[src/rtl/osc_trim_pkg.sv]
package osc_trim_pkg;

    typedef enum logic [1:0] {
        ST_OK   = 2'b00,
        ST_FAST = 2'b01,
        ST_SLOW = 2'b10
    } trim_status_e;

endpackage

[src/rtl/otc_ref_sync.sv]
// Two-flop synchronizer for the reference, plus a rising-edge detector.
module otc_ref_sync (
    input  logic clk_i,
    input  logic rst_ni,
    input  logic ref_i,
    output logic tick_o
);
    localparam int STAGES = 3;

    logic [STAGES-1:0] sh_d, sh_q;

    always_comb begin
        sh_d = {sh_q[STAGES-2:0], ref_i};
    end

    always_ff @(posedge clk_i or negedge rst_ni) begin
        if (!rst_ni) sh_q <= '0;
        else         sh_q <= sh_d;
    end

    // sh_q[1] is the synchronized level, sh_q[2] holds it one cycle later.
    assign tick_o = sh_q[1] & ~sh_q[2];
endmodule

[src/rtl/otc_window.sv]
// Counts reference ticks and flags the tick that closes a window.
module otc_window #(
    parameter int WIN_W = 8
) (
    input  logic             clk_i,
    input  logic             rst_ni,
    input  logic             tick_i,
    input  logic [WIN_W-1:0] win_len_i,
    output logic             win_end_o
);
    localparam logic [WIN_W:0] ONE_X = (WIN_W+1)'(1);

    logic [WIN_W-1:0] cnt_d, cnt_q;
    logic             last;

    // A length of 0 makes last true on every tick, so it acts as 1.
    assign last      = ({1'b0, cnt_q} + ONE_X) >= {1'b0, win_len_i};
    assign win_end_o = tick_i & last;

    always_comb begin
        cnt_d = cnt_q;
        if (tick_i) begin
            if (last) cnt_d = '0;
            else      cnt_d = cnt_q + WIN_W'(1);
        end
    end

    always_ff @(posedge clk_i or negedge rst_ni) begin
        if (!rst_ni) cnt_q <= '0;
        else         cnt_q <= cnt_d;
    end
endmodule

[src/rtl/otc_sys_counter.sv]
// Saturating system-clock counter. On restart it loads 1, because the
// cycle that closes a window is counted as the first cycle of the next one.
module otc_sys_counter #(
    parameter int CNT_W = 16
) (
    input  logic             clk_i,
    input  logic             rst_ni,
    input  logic             restart_i,
    output logic [CNT_W-1:0] cnt_o
);
    localparam logic [CNT_W-1:0] CNT_MAX = '1;

    logic [CNT_W-1:0] cnt_d, cnt_q;

    always_comb begin
        if (restart_i)              cnt_d = CNT_W'(1);
        else if (cnt_q == CNT_MAX)  cnt_d = cnt_q;
        else                        cnt_d = cnt_q + CNT_W'(1);
    end

    always_ff @(posedge clk_i or negedge rst_ni) begin
        if (!rst_ni) cnt_q <= '0;
        else         cnt_q <= cnt_d;
    end

    assign cnt_o = cnt_q;
endmodule

[src/rtl/otc_trim_step.sv]
// Judges each closed window and steps the saturating trim code.
module otc_trim_step
    import osc_trim_pkg::*;
#(
    parameter int CNT_W  = 16,
    parameter int TRIM_W = 5
) (
    input  logic              clk_i,
    input  logic              rst_ni,
    input  logic              win_end_i,
    input  logic [CNT_W-1:0]  sample_i,
    input  logic [CNT_W-1:0]  exp_cnt_i,
    input  logic [CNT_W-1:0]  tol_i,
    output logic [TRIM_W-1:0] trim_o,
    output logic [1:0]        status_o,
    output logic              upd_o
);
    localparam logic [TRIM_W-1:0] TRIM_MAX = {1'b0, {(TRIM_W-1){1'b1}}};
    localparam logic [TRIM_W-1:0] TRIM_MIN = {1'b1, {(TRIM_W-1){1'b0}}};
    localparam logic [TRIM_W-1:0] TRIM_ONE = TRIM_W'(1);

    typedef struct packed {
        logic [TRIM_W-1:0] trim;
        logic [1:0]        status;
        logic              upd;
    } step_t;

    step_t st_d, st_q;

    logic [CNT_W:0] samp_x, hi_x, lo_sum_x;
    logic           is_fast, is_slow;

    // One extra bit keeps exp+tol from overflowing. Comparing sample+tol
    // against exp avoids subtracting, so a large tol cannot underflow.
    assign samp_x   = {1'b0, sample_i};
    assign hi_x     = {1'b0, exp_cnt_i} + {1'b0, tol_i};
    assign lo_sum_x = samp_x + {1'b0, tol_i};
    assign is_fast  = samp_x > hi_x;
    assign is_slow  = lo_sum_x < {1'b0, exp_cnt_i};

    always_comb begin
        st_d     = st_q;
        st_d.upd = 1'b0;
        if (win_end_i) begin
            st_d.upd = 1'b1;
            if (is_fast) begin
                st_d.status = ST_FAST;
                if (st_q.trim != TRIM_MIN) st_d.trim = st_q.trim - TRIM_ONE;
            end else if (is_slow) begin
                st_d.status = ST_SLOW;
                if (st_q.trim != TRIM_MAX) st_d.trim = st_q.trim + TRIM_ONE;
            end else begin
                st_d.status = ST_OK;
            end
        end
    end

    always_ff @(posedge clk_i or negedge rst_ni) begin
        if (!rst_ni) st_q <= '{trim: '0, status: ST_OK, upd: 1'b0};
        else         st_q <= st_d;
    end

    assign trim_o   = st_q.trim;
    assign status_o = st_q.status;
    assign upd_o    = st_q.upd;
endmodule

[src/rtl/osc_trim_ctrl.sv]
module osc_trim_ctrl #(
    parameter int CNT_W  = 16,
    parameter int WIN_W  = 8,
    parameter int TRIM_W = 5
) (
    input  logic              clk_i,
    input  logic              rst_ni,
    input  logic              ref_i,
    input  logic [WIN_W-1:0]  win_len_i,
    input  logic [CNT_W-1:0]  exp_cnt_i,
    input  logic [CNT_W-1:0]  tol_i,
    output logic [TRIM_W-1:0] trim_o,
    output logic [1:0]        status_o,
    output logic              upd_o
);
    logic             ref_tick;
    logic             win_end;
    logic [CNT_W-1:0] sys_cnt;

    otc_ref_sync u_sync (
        .clk_i  (clk_i),
        .rst_ni (rst_ni),
        .ref_i  (ref_i),
        .tick_o (ref_tick)
    );

    otc_window #(.WIN_W(WIN_W)) u_window (
        .clk_i     (clk_i),
        .rst_ni    (rst_ni),
        .tick_i    (ref_tick),
        .win_len_i (win_len_i),
        .win_end_o (win_end)
    );

    otc_sys_counter #(.CNT_W(CNT_W)) u_count (
        .clk_i     (clk_i),
        .rst_ni    (rst_ni),
        .restart_i (win_end),
        .cnt_o     (sys_cnt)
    );

    otc_trim_step #(.CNT_W(CNT_W), .TRIM_W(TRIM_W)) u_step (
        .clk_i     (clk_i),
        .rst_ni    (rst_ni),
        .win_end_i (win_end),
        .sample_i  (sys_cnt),
        .exp_cnt_i (exp_cnt_i),
        .tol_i     (tol_i),
        .trim_o    (trim_o),
        .status_o  (status_o),
        .upd_o     (upd_o)
    );
endmodule

[config.mk]
export PLATFORM = sky130hd
export DESIGN_NAME = osc_trim_ctrl
export DESIGN_NICKNAME = d
export VERILOG_FILES = /design/src/rtl/osc_trim_pkg.sv /design/src/rtl/otc_ref_sync.sv /design/src/rtl/otc_window.sv /design/src/rtl/otc_sys_counter.sv /design/src/rtl/otc_trim_step.sv /design/src/rtl/osc_trim_ctrl.sv
export SDC_FILE = /design/constraint.sdc
export NUM_CORES = 1
export LEC_CHECK = 0
export BUFFER_PORTS_ARGS = -buffer_cell sky130_fd_sc_hd__buf_2
export CORE_UTILIZATION = 35
export CTS_CLUSTER_SIZE = 24
export DETAILED_ROUTE_END_ITERATION = 8
export GPL_ROUTABILITY_DRIVEN = 0
export GPL_TIMING_DRIVEN = 0
export PLACE_DENSITY_LB_ADDON = 0.25
export SLEW_MARGIN = 10
export SYNTH_ARGS = -nofsm -noshare
export SYNTH_HDL_FRONTEND = slang
export SYNTH_SLANG_ARGS = --single-unit
[constraint.sdc]
create_clock -name clk_i -period 11.9 [get_ports clk_i]
set_input_delay 2.38 -clock clk_i [delete_from_list [all_inputs] [get_ports clk_i]]
set_output_delay 2.38 -clock clk_i [all_outputs]
set_load 0.01 [all_outputs]
==> metrics.csv, run 1 <==
metric;value;unit
cts.clk_slew.worst_paths;0.06;ns
wire_per_inst;13.6;microns
ios;51;
grt_pass1_vias;3629;
cts-htree-levels;2;
required;12.05;ns
hold_path_depth;0;
portBuffers;50;
reg2reg_to;u_step.trim_o[2];
period_needed;7.12;ns
min_path_type;register to register;
powerDensity;212;nW/um^2
grt_usage;16.4;%
pre_cts_slack;4.55;ns
synthCells;505;
vias;3721;
cts_max_path_buffers;2;
cts_setup_buffers;0;
mostFrequentLayoutCell;ha_1;
antennaDiodeCount;0;
cp-end-kind;register;
setup_violations;0;
worstMarginPinSlew;0.789;ns
irDropWorstVdd;0.0814;mV
antenna_found_initial;0;
finalWirelength;9600;microns
post_cts_resized;0;
cts_tree;built;
drc;8;
path_max_fanout;9;
avgSynthCellArea;8.25;sq um
layout.nets;684;
place_area;4600;sq um
die_h;111;microns
netlist.area_leader.share;22.8;%
fp-row-count;39;
syn_to_final_growth;14.0;%
place_inst;698;
async_flop_share;100;%
synth-edff-count;0;
syn_nets;627;
drt-initial-drc-count;138;
rsz0062_at_grt;no;
r2r_slack;7.03;ns
ys_warn_count;0;
timing.final.ws_setup;4.78;ns
drtPass1Iterations;6;
cts.sinks;35;
synth_cell_types;62;
cts_hold_buf;0;
cts-root-buf;clkbuf_16;
fin_cells;706;
hold_path_end;u_sync.sh_q[1];
overflow;0;
reg2reg_depth;18;
relSlewSlack;47.4;%
worst-setup-path-type;primary input to register;
viasPerCell;5.27;
r2r_start;u_count.cnt_o[0];
cts_buffers;5;
ys_ff_latch;35;
grt_start_max_net_pins;36;
ff_latch_area;876;sq um
violations;DRC;
finalMaxSlewViolations;0;
fin_skew;0.00981;ns
ys_seq_area_share;21.0;%
p_leak;0.00240;uW
design.core.area;11500;sq um
ant_nets;0;
postLayoutCellArea;4750;sq um
yosysTopAreaCell;ha_1;
drv_cap;0;
die_w;111;microns
grt_pass1_wl;16900;microns
dieArea;12300;sq um
worstHoldStart;u_sync.sh_q[0];
finalPower;1010;uW
finalHoldViolations;0;
fillCellCount;1201;
drive_above_1_share;13.3;%
dp_hpwl;7980;microns
timing.final.crit_share;59.9;%
synth.area.top_cells;ha_1 23%, dfrtp_1 21%, xor2_1 5.3%, nand2_1 4.7%, xnor2_1 4.0%;
status;finished, violations left;
mostFrequentLayoutCells;76 x ha_1, 52 x nand2_1, 52 x buf_2, 41 x nor2_1, 35 x dfrtp_1;
initial_core_util;36.2;%
fin_setup_tns;0;ns
netlist_area;4170;sq um
worst_setup_path_start_kind;primary input;
multi_input_area;3130;sq um
clock_latency;0.28;ns
synth_flop_cell;dfrtp_1;
max_freq;0.140;GHz
arrival;7.28;ns
logic make-up after synthesis:
family	after synthesis	synth area share, %
simple gates	179	21.0
mux	3	0.781
xor+xnor	44	9.25
flops	35	21.0
buf+inv	42	3.93
compound gates	123	19.8
fa+ha+maj	79	24.3
registers in the layout, summed over array words and instances, names as in the netlist:
register / cells
u_count.cnt_o: 16
u_step.trim_o: 5
u_step.status_o: 2
u_step.upd_o: 1
u_window.cnt_q: 8
u_sync.sh_q: 3
cell type report:
| type | count | share of cell area, % |
|---|---|---|
| plain buffers | 6 | 0.606 |
| clock buffers | 6 | 2.92 |
| clock inverters | 2 | 0.342 |
| inverters | 36 | 2.84 |
| multi-input cells | 428 | 65.8 |
| flip-flops and latches | 35 | 18.4 |
| well taps | 143 | 3.77 |
| repair buffers | 50 | 5.27 |
where the power goes:
part	switching, uW	internal [uW]	total [uW]
Clock	49.2	83.5	133
Sequential	75.0	164	239
Combinational	350	286	636
Total	474	534	1010
through the flow:
stage | util (%) | hold WS (ns)
2_1_floorplan | - | 0.331
3_3_place_gp | 39.9 | 0.336
3_5_place_dp | 39.9 | 0.339
4_1_cts | 41.3 | 0.352
5_1_grt | 41.3 | 0.356
6_report | 41.3 | 0.349
worst max-delay path by stage:
stage                      start               end  slack (ns)  depth (start not counted)
finish              exp_cnt_i[0]  u_step.trim_o[4]        4.78                         26
global route        exp_cnt_i[0]  u_step.trim_o[4]        4.17                         26
global placement    exp_cnt_i[0]  u_step.trim_o[4]        4.61                         26
detailed placement  exp_cnt_i[0]  u_step.trim_o[4]        4.55                         26
CTS                 exp_cnt_i[0]  u_step.trim_o[4]        4.81                         26
floorplan           exp_cnt_i[0]  u_step.trim_o[4]        5.32                         25
per-layer routing:
metal / wire length, microns / vias up / GRT usage, % / part of all wire [%]
met1: 4880 / 1722 / 22.7 / 51
li1: - / 1942 / - / -
met2: 4460 / 51 / 27.9 / 46
met4: 33 / 0 / 2.34 / 0.34
met5: 0 / - / 0 / 0
met3: 228 / 6 / 1.80 / 2.4
worst max-delay path, cell delays in order:
cell and delay, ns:
buf_2 0.11, ha_1 0.21, fa_1 0.43, a211oi_1 0.33, o21ai_1 0.16, o211ai_1 0.17
a31oi_2 0.21, a21o_1 0.21, a21oi_1 0.17, xor2_1 0.18, ha_1 0.27, nand4_1 0.10
nor2_1 0.06, a41oi_1 0.23, nand3b_1 0.12, a21oi_1 0.31, and2_1 0.17, buf_2 0.21
inv_2 0.07, fa_1 0.39, nor2b_1 0.15, o21ai_0 0.09, nand2b_1 0.16, nand4_1 0.12
o211ai_1 0.17, o31ai_1 0.09
synthesized netlist by cell type, drive strengths merged (7+ instances only):
library cell and n:
nand2b 8, dfrtp 35, a21oi 36, nor3 10, nand4 13, nand2 53, ha 76, a21o 9
xor2 25, and3 12, nor2b 7, nor2 42, inv 36, xnor2 19, o21ai 26, nand3 14
No activity file was read; power rests on OpenSTA's default activity.
==> run 2: changes to the inputs <==
==> constraint.sdc (replaced) <==
create_clock -name clk_i -period 6.5 [get_ports clk_i]
set_input_delay 1.3 -clock clk_i [delete_from_list [all_inputs] [get_ports clk_i]]
set_output_delay 1.3 -clock clk_i [all_outputs]
set_load 0.01 [all_outputs]
==> metrics.csv, run 2 (same netlist as run 1, synthesis figures left out) <==
metric;value;unit
status;finished, violations left;
violations;DRC;
cp-end-kind;register;
arrival;5.99;ns
viasPerCell;5.30;
period_needed;5.83;ns
grt_start_max_net_pins;36;
initial_core_util;36.2;%
setup_violations;0;
required;6.66;ns
fin_setup_tns;0;ns
vias;3739;
min_path_type;register to register;
cts-htree-levels;2;
clock_latency;0.28;ns
mostFrequentLayoutCell;ha_1;
rsz0062_at_grt;no;
cts_setup_buffers;0;
irDropWorstVdd;0.149;mV
worstMarginPinSlew;0.791;ns
die_w;111;microns
powerDensity;388;nW/um^2
ant_nets;0;
ios;51;
drtPass1Iterations;7;
overflow;0;
cts_buffers;5;
fp-row-count;39;
cts.clk_slew.worst_paths;0.06;ns
largest_register_ffs;16;
place_inst;698;
die_h;111;microns
worst-setup-path-type;primary input to register;
grt_pass1_wl;16900;microns
fin_cells;706;
design.core.area;11500;sq um
drv_cap;0;
antenna_found_initial;0;
finalMaxSlewViolations;0;
mostFrequentLayoutCells;76 x ha_1, 52 x nand2_1, 52 x buf_2, 41 x nor2_1, 35 x dfrtp_1;
cts_max_path_buffers;2;
cts.sinks;35;
finalWirelength;9590;microns
grt_usage;16.4;%
relSlewSlack;47.3;%
worst_setup_path_start_kind;primary input;
drt-initial-drc-count;147;
finalHoldViolations;0;
drive_above_1_share;13.7;%
max_freq;0.172;GHz
syn_to_final_growth;14.2;%
layout.nets;684;
cts_tree;built;
timing.hold.ws;0.349;ns
finalPower;1850;uW
grt_pass1_vias;3629;
antennaDiodeCount;0;
wire_per_inst;13.6;microns
timing.final.crit_share;89.7;%
p_leak;0.00240;uW
drc;8;
path_max_fanout;9;
cts-root-buf;clkbuf_16;
portBuffers;50;
dieArea;12300;sq um
fin_skew;0.00965;ns
dp_hpwl;7980;microns
run 2: changes by cell type in the layout (fill, tap and decap cells not counted):
| cell | before | now |
|---|---|---|
| a211oi_1 | 6 | 5 |
| a21oi_2 | 3 | 4 |
| a21oi_1 | 33 | 32 |
| a211oi_2 | 0 | 1 |
run 2: cell type report:
type	count	area (sq um)
inverter	36	135
multi-input combinational	428	3140
timing repair buffer	50	250
sequential	35	876
clock inverter	2	16.3
buffer	6	28.8
fill	1202	6760
clock buffer	6	139
tap	143	179
run 2: critical path, cell delays in order:
cell and delay [ns]:
buf_2 0.11, ha_1 0.21, fa_1 0.44, a211oi_2 0.24, o21ai_1 0.13, o211ai_1 0.17
a31oi_2 0.21, a21o_1 0.21, a21oi_1 0.17, xor2_1 0.18, ha_1 0.27, nand4_1 0.10
nor2_1 0.06, a41oi_1 0.23, nand3b_1 0.14, a21oi_2 0.22, and2_1 0.15, buf_2 0.21
inv_2 0.07, fa_1 0.39, nor2b_1 0.15, o21ai_0 0.09, nand2b_1 0.16, nand4_1 0.12
o211ai_1 0.17, o31ai_1 0.09
run 2: power by group:
group	total [uW]	switching (uW)	internal (uW)
clock network	244	91.1	153
registers	437	137	300
logic	1170	641	525
run 2: routing by layer:
layer	wire length (microns)	global-route usage, %	vias to the layer above
met5	0	0	-
met4	37	2.34	0
met3	195	1.80	6
met2	4490	27.9	46
met1	4870	22.7	1744
li1	-	-	1943
run 2: final timing paths:
kind,from,endpoint,slack (ns),cells after the start
min in group asynchronous,rst_ni,u_count.cnt_o[14],1.11,1
setup / recovery,exp_cnt_i[0],u_step.trim_o[4],0.67,26
hold reg to reg,u_sync.sh_q[0],u_sync.sh_q[1],0.35,0
setup reg to reg,u_count.cnt_o[0],u_step.trim_o[2],1.64,18
hold / removal,u_sync.sh_q[0],u_sync.sh_q[1],0.35,0
max in group asynchronous,rst_ni,u_step.upd_o,4.89,1
run 2: per-stage QoR:
step	utilization (%)	area (sq um)	worst slack, ns
after floorplan	-	4170	0.997
after global routing	41.3	4760	0.102
after CTS	41.3	4750	0.491
after global placement	39.9	4600	0.291
final	41.3	4760	0.671
after detailed placement	39.9	4600	0.229
run 2: timing repair:
action / 4_1_cts / 5_1_grt
setup endpoints to repair: 0 / 1
hold buffers: 0 / 0
gates resized for setup: 0 / 2
endpoints found under the hold margin: 0 / 0
